===== config.mk =====
export PLATFORM = sky130hd
export DESIGN_NAME = ivec_formatter_top
export DESIGN_NICKNAME = d
export VERILOG_FILES = /design/src/rtl/ivec_pkg.sv /design/src/rtl/ivec_arbiter.sv /design/src/rtl/ivec_hold.sv /design/src/rtl/ivec_format.sv /design/src/rtl/ivec_formatter_top.sv
export SDC_FILE = /design/constraint.sdc
export NUM_CORES = 1
export LEC_CHECK = 0
export ABC_AREA = 1
export BUFFER_PORTS_ARGS = -buffer_cell sky130_fd_sc_hd__buf_2
export CAP_MARGIN = 30
export CELL_PAD_IN_SITES_DETAIL_PLACEMENT = 0
export CELL_PAD_IN_SITES_GLOBAL_PLACEMENT = 1
export CORE_MARGIN = 10
export CORE_UTILIZATION = 26
export DETAILED_ROUTE_END_ITERATION = 10
export PLACE_DENSITY_LB_ADDON = 0.1
export SYNTH_ARGS = -nofsm -noshare
export SYNTH_HDL_FRONTEND = slang
export SYNTH_HIERARCHICAL = 1
export SYNTH_SLANG_ARGS = --single-unit

===== constraint.sdc =====
create_clock -name clk -period 1.1 [get_ports clk]
set_input_delay 0.055 -clock clk [delete_from_list [all_inputs] [get_ports clk]]
set_output_delay 0.055 -clock clk [all_outputs]
set_load 0.05 [all_outputs]

===== src/rtl/ivec_pkg.sv =====
package ivec_pkg;
   typedef enum logic [1:0] {
      SRC_OTHER = 2'b00,
      SRC_TX    = 2'b01,
      SRC_RX    = 2'b10,
      SRC_RXERR = 2'b11
   } src_cls_e;

   typedef enum logic [1:0] {
      VM_NONE   = 2'b00,
      VM_PLAIN  = 2'b01,
      VM_CHAN   = 2'b10,
      VM_TYPED  = 2'b11
   } vmode_e;
endpackage


===== src/rtl/ivec_arbiter.sv =====
module ivec_arbiter
   import ivec_pkg::*;
#(
   parameter int NUM_CH = 4,
   localparam int CH_W  = (NUM_CH > 1) ? $clog2(NUM_CH) : 1
) (
   input  logic              clk,
   input  logic              rst_n,
   input  logic              pwr_down,
   input  logic [NUM_CH-1:0] req_rxerr,
   input  logic [NUM_CH-1:0] req_rx,
   input  logic [NUM_CH-1:0] req_tx,
   input  logic [NUM_CH-1:0] req_oth,
   output logic              win_valid,
   output logic [CH_W-1:0]   win_ch,
   output src_cls_e          win_cls
);
   logic [NUM_CH-1:0] pend;
   src_cls_e          ch_cls [NUM_CH];

   // per-channel source ranking
   for (genvar c = 0; c < NUM_CH; c++) begin : g_ch
      assign pend[c] = req_rxerr[c] | req_rx[c] | req_tx[c] | req_oth[c];
      always_comb begin
         if (req_rxerr[c])   ch_cls[c] = SRC_RXERR;
         else if (req_rx[c]) ch_cls[c] = SRC_RX;
         else if (req_tx[c]) ch_cls[c] = SRC_TX;
         else                ch_cls[c] = SRC_OTHER;
      end
   end

   // lowest index wins; scanning downward lets it overwrite the rest
   always_comb begin
      win_ch  = '0;
      win_cls = SRC_OTHER;
      for (int c = NUM_CH - 1; c >= 0; c--) begin
         if (pend[c]) begin
            win_ch  = c[CH_W-1:0];
            win_cls = ch_cls[c];
         end
      end
      win_valid = (|pend) & ~pwr_down;
   end

   p_pd_no_winner_r10: assert property (@(posedge clk) disable iff (!rst_n)
      pwr_down |-> !win_valid);
   p_winner_pending_r7: assert property (@(posedge clk) disable iff (!rst_n)
      win_valid |-> pend[win_ch]);
   p_no_lower_pending_r7: assert property (@(posedge clk) disable iff (!rst_n)
      win_valid |-> ((pend & ~({NUM_CH{1'b1}} << win_ch)) == '0));
endmodule


===== src/rtl/ivec_hold.sv =====
module ivec_hold
   import ivec_pkg::*;
#(
   parameter int CH_W = 2
) (
   input  logic            clk,
   input  logic            rst_n,
   input  logic            ack_n,
   input  logic            win_valid,
   input  logic [CH_W-1:0] win_ch,
   input  src_cls_e        win_cls,
   output logic            strobe_q,
   output logic            held_valid,
   output logic [CH_W-1:0] held_ch,
   output src_cls_e        held_cls
);
   logic capture;
   assign capture = ~ack_n & ~strobe_q;

   always_ff @(posedge clk) begin
      if (!rst_n) begin
         strobe_q   <= 1'b0;
         held_valid <= 1'b0;
         held_ch    <= '0;
         held_cls   <= SRC_OTHER;
      end else begin
         strobe_q <= ~ack_n;
         if (capture) begin
            held_valid <= win_valid;
            held_ch    <= win_ch;
            held_cls   <= win_cls;
         end
      end
   end

   p_hold_stable_r9: assert property (@(posedge clk) disable iff (!rst_n)
      (strobe_q && !ack_n) |=> ($stable(held_valid) && $stable(held_ch) && $stable(held_cls)));
endmodule


===== src/rtl/ivec_format.sv =====
module ivec_format
   import ivec_pkg::*;
#(
   parameter int VEC_W  = 8,
   parameter int CODE_W = 3,
   parameter int CH_W   = 2,
   localparam int TYPE_LO = CODE_W,
   localparam int KEEP_LO = CODE_W + 2
) (
   input  vmode_e          mode,
   input  logic [VEC_W-1:0] vec_reg,
   input  logic [CH_W-1:0]  held_ch,
   input  src_cls_e         held_cls,
   output logic [VEC_W-1:0] vec_out
);
   if (VEC_W < KEEP_LO + 1) begin : g_bad_width
      $error("ivec_format: VEC_W too small for the typed layout");
   end
   if (CH_W > CODE_W) begin : g_bad_code
      $error("ivec_format: channel index wider than channel code");
   end

   logic [CODE_W-1:0] code;
   assign code = CODE_W'(held_ch);

   always_comb begin
      unique case (mode)
         VM_NONE:  vec_out = '1;
         VM_PLAIN: vec_out = vec_reg;
         VM_CHAN:  vec_out = {vec_reg[VEC_W-1:TYPE_LO], code};
         VM_TYPED: vec_out = {vec_reg[VEC_W-1:KEEP_LO], held_cls, code};
         default:  vec_out = '1;
      endcase
   end
endmodule


===== src/rtl/ivec_formatter_top.sv =====
module ivec_formatter_top
   import ivec_pkg::*;
#(
   parameter int NUM_CH = 4,
   parameter int VEC_W  = 8,
   parameter int CODE_W = 3,
   localparam int CH_W  = (NUM_CH > 1) ? $clog2(NUM_CH) : 1
) (
   input  logic              clk,
   input  logic              rst_n,
   input  logic              pwr_down,
   input  logic [VEC_W-1:0]  vec_reg,
   input  logic [1:0]        vec_mode,
   input  logic              ack_n,
   input  logic [NUM_CH-1:0] req_rxerr,
   input  logic [NUM_CH-1:0] req_rx,
   input  logic [NUM_CH-1:0] req_tx,
   input  logic [NUM_CH-1:0] req_oth,
   output logic [VEC_W-1:0]  vec_out,
   output logic              bus_drive
);
   logic            win_valid, strobe_q, held_valid;
   logic [CH_W-1:0] win_ch, held_ch;
   src_cls_e        win_cls, held_cls;
   vmode_e          mode;

   assign mode = vmode_e'(vec_mode);

   ivec_arbiter #(.NUM_CH(NUM_CH)) u_arb (
      .clk(clk), .rst_n(rst_n), .pwr_down(pwr_down),
      .req_rxerr(req_rxerr), .req_rx(req_rx), .req_tx(req_tx), .req_oth(req_oth),
      .win_valid(win_valid), .win_ch(win_ch), .win_cls(win_cls)
   );

   ivec_hold #(.CH_W(CH_W)) u_hold (
      .clk(clk), .rst_n(rst_n), .ack_n(ack_n),
      .win_valid(win_valid), .win_ch(win_ch), .win_cls(win_cls),
      .strobe_q(strobe_q), .held_valid(held_valid),
      .held_ch(held_ch), .held_cls(held_cls)
   );

   ivec_format #(.VEC_W(VEC_W), .CODE_W(CODE_W), .CH_W(CH_W)) u_fmt (
      .mode(mode), .vec_reg(vec_reg), .held_ch(held_ch),
      .held_cls(held_cls), .vec_out(vec_out)
   );

   assign bus_drive = strobe_q & ~ack_n & (held_valid | (mode == VM_NONE));

   p_drive_in_strobe_r11: assert property (@(posedge clk) disable iff (!rst_n)
      bus_drive |-> !ack_n);
   p_none_all_ones_r2: assert property (@(posedge clk) disable iff (!rst_n)
      (bus_drive && vec_mode == 2'b00) |-> (vec_out == '1));
   p_plain_pass_r3: assert property (@(posedge clk) disable iff (!rst_n)
      (bus_drive && vec_mode == 2'b01) |-> (vec_out == vec_reg));
   p_chan_upper_r4: assert property (@(posedge clk) disable iff (!rst_n)
      (vec_mode == 2'b10) |-> (vec_out[VEC_W-1:CODE_W] == vec_reg[VEC_W-1:CODE_W]));
endmodule


# Word-level counts from Yosys, hierarchy flattened
# Index checks and enable logic that the tools add are counted.
# op_classes
n_addsub,0
n_mul,0
div,0
n_lt_le_gt_ge,0
eq_ne,3
shift,0
n_mux,21
bitwise,20
n_reduce_logical,2
# op_table
op,count
2-bit 2-to-1 mux,16
8-bit one-hot mux with 4 select lines,1
1-bit bitwise OR,13
1-bit AND,4
2-bit equality test (second input constant),2
1-bit 2-to-1 mux,4
4-bit OR reduction,1
1-bit inverter,3
2-bit by 1-bit equality test with 1-bit output (second input constant),1
2-bit zero test,1
# totals
ff_bits,6
latchBits,0
ramBits,0
rom_bits,0
output_inout_bits,9
mem_count,0

# Depth between registers and ports, before layout
# Gate-level depths: netlist of the first run.
# depth
depth_word,7
depth_mapped,11
mapped_depth_nobuf,11

# Cells and area by module
# Netlist of the first run, hierarchy kept.
# modules_own_cells
module,instances,cells_each,area_per_inst_um2,seq_area_each_um2
ivec_hold,1,34,232.7,120.1
ivec_arbiter,1,44,205.2,0.0
ivec_format,1,29,123.9,0.0
ivec_formatter_top,1,5,18.8,0.0

# Least setup slack after synthesis of the first run
# OpenSTA, ideal clock, no wires.
# synth_path
path_kind,flip-flop to output port
startpoint,register u_hold.held_ch[0]
endpoint,output port vec_out[0]
t_arrival_ps,1110
required_time_ps,1045
path_slack_ps,-65
stages_incl_launch_ff,3
path_buffers,0
cell_sequence,dfxtp_1 -> nor2_1 -> a21oi_1
# synth_via
elab_chain_cells,1
# synth_rtl
item,line,source
from (decl),ivec_hold.sv:14,"output logic [CH_W-1:0] held_ch,"
from (signal assigned),ivec_hold.sv:30,held_ch <= win_ch;
8-bit one-hot mux with 4 select lines,ivec_format.sv:27,unique case (mode)
to (decl),ivec_formatter_top.sv:19,"output logic [VEC_W-1:0] vec_out,"
# Every way passes these cells.

# Worst setup path in the final report of the first run
# layout_path
startpoint,register u_hold.held_cls[1]
endpoint,output port vec_out[4]
# layout_via
elab_chain_cells,1
# layout_rtl
item,line,source
from (decl),ivec_hold.sv:15,output src_cls_e held_cls
from (signal assigned),ivec_hold.sv:31,held_cls <= win_cls;
8-bit one-hot mux with 4 select lines,ivec_format.sv:27,
# Every way passes these cells.

==> reports/metrics.csv, run 1 <==
metric,value,unit
skew,1.56,ps
powerDensity,879,nW/um^2
arrival,990,ps
start_kind,register,
detail-route-antenna-nets,0,
synth_seq_cells,6,
syn_inst,112,
max_cap_viol_count,0,
min_to,u_hold/strobe_q,
clock_latency,240,ps
min-delay-start,ack_n,
netlist_area,581,sq um
die_w,67.3,um
peakVddDrop,0.000424,V
ctsHoldBuffers,0,
final-setup-viol-count,0,
setup_tns,0,ps
via_count,724,
ios,39,
grt_pass1_wl,2.57,mm
r2r-start,u_hold/strobe_q,
setup.worst_path.end_class,output pin,
synth.top_cell.area_share,20.7,%
rsz0062_at_grt,no,
wire_per_inst,9.39,um
switching_share,37.6,%
period_needed,1050,ps
filler_cell_count,274,
fmax,0.954,GHz
clk_path_buf_depth,2,
fin_nets,185,
internal-power,0.469,mW
drc,0,
dieArea,4520,sq um
rrSetupSlack,290,ps
regToRegEndpoint,u_hold/held_ch[0],
syn_avg_cell_area,5.18,sq um
synth_area_leaders,"dfxtp_1 21%, nor2_1 19%, inv_1 18%, nand2_1 17%, a21oi_1 5.2%",
firstDrtPassIters,4,
io_buffers,38,
first_iter_violations,13,
syn_nets,142,
pwr-share-comb,41.3,%
yosysUniqueCellTypes,15,
die_y,67.3,um
maxSlewViolCount,0,
hpwl,1.55,mm
grt.total_usage,6.93,%
clockRootBuffer,clkbuf_4,
status,finished clean,
cts_tree,yes,
drive_above_1_share,34.6,%
cts_buffers,3,
grt_overflow_total,0,
antenna_found_initial,0,
p_clk_share,26.4,%
ys_seq_area_share,20.7,%
hold_viol,0,
hold_class,in2reg,
p_leak,0.515,nW
wirelength,1.70,mm
antenna_cells,0,
crit_type,reg2out,
cts_max_level,1,
path_max_fanout,2,
slew-limit-headroom,83.0,%
ys_warn_count,6,
routabilityCongestion,0.789,
grt_pass1_vias,661,
syn_to_final_growth,47.4,%
seq_power_share,32.3,%
rows,17,
clkTransAtPathRegs,50,ps
fp.coreArea,2170,sq um
synth_largest_area_cell,dfxtp_1,
period_share,95.3,%
fin_util,39.4,%
switchingPower,0.283,mW
whs_path_depth,2,
reg2regPathDepth,4,
clock_sinks,6,
initial_core_util,26.8,%
required,1040,ps
grt_start_max_net_pins,11,
worstMarginPinSlew,257,ps
via_per_inst,4.00,
==> metrics by stage <==
| step | instances | total power, mW | setup slack [ps] | hold slack (ps) | area (sq um) |
|---|---|---|---|---|---|
| final | 181 | 0.752 | 51.6 | 26.5 | 856 |
| after global routing | 181 | 0.820 | 1.01 | 33.4 | 856 |
| after CTS | 181 | 0.759 | 14.2 | 25.9 | 846 |
| after detailed placement | 178 | 0.550 | 161 | 279 | 816 |
| after global placement | 178 | 0.545 | 180 | 273 | 816 |
| after floorplan | 112 | 0.444 | 183 | 126 | 591 |
==> cell type report <==
class	count	area, sq um	share of cell area, %
clock buffers	3	22.5	2.63
inverters	28	105	12.3
multi-input cells	78	365	42.7
flip-flops and latches	6	123	14.3
well taps	28	35.0	4.09
repair buffers	38	205	24.0
==> worst max-delay path by stage <==
stage	cells past startpoint	endpoint	slack, ps	startpoint
after floorplan	2	bus_drive	180	u_hold/strobe_q
after global placement	9	u_hold/held_valid	180	req_rx[3]
after detailed placement	10	u_hold/held_cls[0]	160	req_tx[1]
after CTS	4	vec_out[3]	10	u_hold/held_cls[0]
after global routing	4	vec_out[4]	1	u_hold/held_cls[1]
final	4	vec_out[4]	50	u_hold/held_cls[1]
==> flip-flops by register name (all words and copies together) (netlist names) <==
register	cells
u_hold/held_cls	2
u_hold/held_valid	1
u_hold/held_ch	2
u_hold/strobe_q	1
==> layout by cell type (no fill, tap or decap), types with 3 or more instances in the layout <==
cell	synthesis	routed
buf_2	0	35
dfxtp_1	6	4
a21oi_1	6	4
nor2_1	29	28
clkbuf_4	0	3
inv_1	28	28
nand2_1	27	27
==> power groups by stage <==
| stage | combinational (mW) | clock (mW) | sequential (mW) |
|---|---|---|---|
| final | 0.311 | 0.199 | 0.243 |
| after global routing | 0.342 | 0.234 | 0.244 |
| after CTS | 0.310 | 0.207 | 0.242 |
| after detailed placement | 0.304 | 0 | 0.246 |
| after global placement | 0.299 | 0 | 0.246 |
| after floorplan | 0.200 | 0 | 0.244 |
==> per-layer routing <==
metal | wire length [um] | track usage [%] | vias up
met5 | 0 | 0 | -
met4 | 0 | 1.54 | 0
met3 | 208 | 3.47 | 0
met2 | 787 | 11.7 | 23
met1 | 704 | 7.64 | 291
li1 | - | - | 410
==> worst max-delay path, stage by stage (launching register included) <==
cell	delay [ps]
dfxtp_2	310
or2_0	210
nand2_1	60
inv_1	40
buf_6	140
==> cells in the mapped netlist <==
master	instances
a21oi_1	6
nor3_1	1
nand3_2	2
nor2_4	2
nor2_1	29
o21ai_0	1
inv_1	28
nand2_1	27
o21bai_1	2
nand2_2	2
dfxtp_1	6
a31oi_1	1
nand3_1	2
nor2_2	1
or2_0	2
==> cell families (layout without fill, tap and decap cells) <==
kind of cell	Yosys count	in the layout	share of synthesized area (%)
AND/OR/NAND/NOR	68	68	51.5
AO/OA/AOI/OAI	10	10	9.70
buffers and inverters	28	69	18.1
flip-flops	6	6	20.7
==> repair_timing <==
| action | 4_1_cts | 5_1_grt |
|---|---|---|
| gates cloned | 0 | 0 |
| resized for setup | 3 | 4 |
| setup endpoints to repair | 3 | 2 |
| buffers inserted | 0 | 0 |
| pin swaps | 0 | 3 |
Note: power is estimated with default switching activity, not from simulation.
==> run 2, diff against run 1 <==
- ABC_AREA: 1 -> default
- CORE_UTILIZATION: 26 -> 25
- SYNTH_HIERARCHICAL: 1 -> default
==> reports/metrics.csv, run 2 <==
metric,value,unit,change
status,finished clean,,
post_cts_resize_count,3,,unchanged
worstMarginPinSlew,332,ps,+75.2 ps
switching_share,35.3,%,-2.3 points
hold_ws,64.6,ps,+38.1 ps
placed_cell_area,766,sq um,-6.1%
routabilityCongestion,0.765,,-3.0%
arrival,1230,ps,+240 ps
drive_above_1_share,53.1,%,+18 points
synth.top_cell.area_share,25.3,%,+4.6 points
dp_slack,-42.5,ps,-203 ps
min-delay-start,ack_n,,
critical_path.max_stage_delay,330,ps,+20 ps
start_kind,register,,
layout_setup_ws,1.64,ps,-49.9 ps
multi_input_area,340,sq um,-6.8%
syn_inst,64,,-43%
synth_seq_cells,6,,unchanged
synth_common_cells,"7 x nor2_1, 6 x a21oi_1, 6 x dfxtp_1, 6 x inv_1, 5 x nand2_1",,
rsz0062_at_grt,yes,,
hold_viol,0,,unchanged
p_leak,0.375,nW,-27%
cts_buffers,3,,unchanged
crit_type,reg2reg,,
hpwl,1.51,mm,-3.0%
die_w,63.6,um,-5.4%
peakVddDrop,0.000659,V,+55%
grt_start_max_net_pins,8,,-3
rows,15,,-2
max_cap_viol_count,0,,unchanged
dieArea,4050,sq um,-11%
stdcell_area,808,sq um,-5.6%
clkTransAtPathRegs,40,ps,about the same
reg.largest.list,"u_hold.held_ch: 2 flops, u_hold.held_cls: 2 flops",,
hold_class,in2reg,,
syn_nets,94,,-34%
synthFlopType,dfxtp_1,,
dp_cells,135,,-24%
rrSetupSlack,2,ps,-290 ps
required,1230,ps,+190 ps
final_cell_mix,"36 x buf_2, 8 x buf_4, 7 x nor2_1, 6 x inv_1, 6 x a21oi_1",,
antenna_cells,0,,unchanged
powerDensity,890,nW/um^2,+1.3%
yosysUniqueCellTypes,27,,+12
cts_setup_buffers,0,,unchanged
via_count,629,,-13%
antenna_found_initial,0,,unchanged
grt_pass1_wl,2.71,mm,+5.7%
fin_nets,145,,-22%
switchingPower,0.254,mW,-10%
synth-edff-count,0,,unchanged
setup.worst_path.end_class,register,,
worst_path_max_delay_cell,dfxtp_2,,
drc,0,,unchanged
filler_cell_count,209,,-24%
regToRegEndpoint,u_hold.held_cls[0],,
fmax,0.910,GHz,-4.5%
power.total,0.720,mW,-4.4%
path_max_fanout,3,,+1
whs_path_depth,2,,unchanged
cts_tree,yes,,
final-setup-viol-count,0,,unchanged
crit_chain,"nor3_1, o311ai_0, o221a_1",,
cts_max_level,1,,unchanged
skew,2.70,ps,+1.14 ps
synth_most_common_cell,nor2_1,,
synth_area_leaders,"dfxtp_1 25%, a21oi_1 6.3%, nor2_1 5.5%, nor4_2 5.3%, inv_1 4.7%",,
critPathLaunch,u_hold.strobe_q,,
period_share,99.9,%,+4.5 points
netlist_area,475,sq um,-18%
min_to,u_hold.strobe_q,,
ios,39,,unchanged
fin_util,45.8,%,+6.4 points
detail-route-antenna-nets,0,,unchanged
p_clk_share,27.9,%,+1.5 points
first_iter_violations,20,,+7
setup_tns,0,ps,unchanged
slew-limit-headroom,77.6,%,-5.4 points
clockRootBuffer,clkbuf_4,,
fin_cells,138,,-24%
firstDrtPassIters,4,,unchanged
synth_largest_area_cell,dfxtp_1,,
internal-power,0.465,mW,-0.89%
ys_warn_count,0,,-6
grt.total_usage,8.25,%,+1.3 points
pwr-share-comb,39.3,%,-2.0 points
initial_core_util,27.0,%,+0.19 points
final_common_cell,buf_2,,
wire_per_inst,12.2,um,+30%
maxSlewViolCount,0,,unchanged
async_flop_share,0,%,unchanged
r2r-start,u_hold.strobe_q,,
die_y,63.6,um,-5.4%
ctsHoldBuffers,0,,unchanged
syn_to_final_growth,70.0,%,
syn_avg_cell_area,7.43,sq um,+43%
grt_pass1_vias,624,,-5.6%
io_buffers,38,,unchanged
grt_overflow_total,0,,unchanged
period_needed,1100,ps,+49.9 ps
reg2regPathDepth,3,,-1
clock_sinks,6,,unchanged
register_area,121,sq um,-1.0%
via_per_inst,4.56,,+14%
ys_seq_area_share,25.3,%,+4.6 points
clk_path_buf_depth,2,,unchanged
clock_latency,240,ps,about the same
wirelength,1.68,mm,-1.0%
fp.coreArea,1760,sq um,-19%
seq_power_share,32.8,%,+0.5 points
run 2: layout make-up:
cell class,count,area share [%]
clock buffers,3,2.79
inverters,6,2.79
multi-input cells,51,42.1
flip-flops and latches,6,15.0
well taps,25,3.87
repair buffers,47,33.4
run 2: critical path, delay by kind of cell (launching register included):
family	cells	cell delay, ps
AO/OA/AOI/OAI	2	440
flip-flops	1	330
AND/OR/NAND/NOR	1	230
run 2: power by group through the flow:
stage	registers (mW)	logic (mW)	clock network, mW
floorplan	0.237	0.155	0
global placement	0.239	0.278	0
detailed placement	0.240	0.279	0
CTS	0.236	0.281	0.207
global route	0.237	0.307	0.228
finish	0.236	0.283	0.201
run 2: worst max path at each step:
| stage | end | slack [ps] |
|---|---|---|
| after floorplan | vec_out[0] | -160 |
| after global placement | u_hold.held_cls[0] | -50 |
| after detailed placement | u_hold.held_cls[0] | -40 |
| after CTS | u_hold.held_cls[0] | -3 |
| after global routing | u_hold.held_cls[0] | -40 |
| final | u_hold.held_cls[0] | 2 |
run 2: cell families after synthesis:
kind of cell | after synthesis | share of synthesized area, %
AOI/OAI and AO/OA | 21 | 30.3
xor gates and xnor gates | 1 | 1.84
buffers and inverters | 7 | 5.53
and+or+nand+nor | 29 | 37.1
DFF | 6 | 25.3
run 2: layer usage:
metal,global-route usage (%),routed length (um),vias to the layer above
li1,-,-,334
met1,8.39,732,277
met2,14.1,831,16
met3,5.12,114,2
met4,1.64,5,0
met5,0,0,-
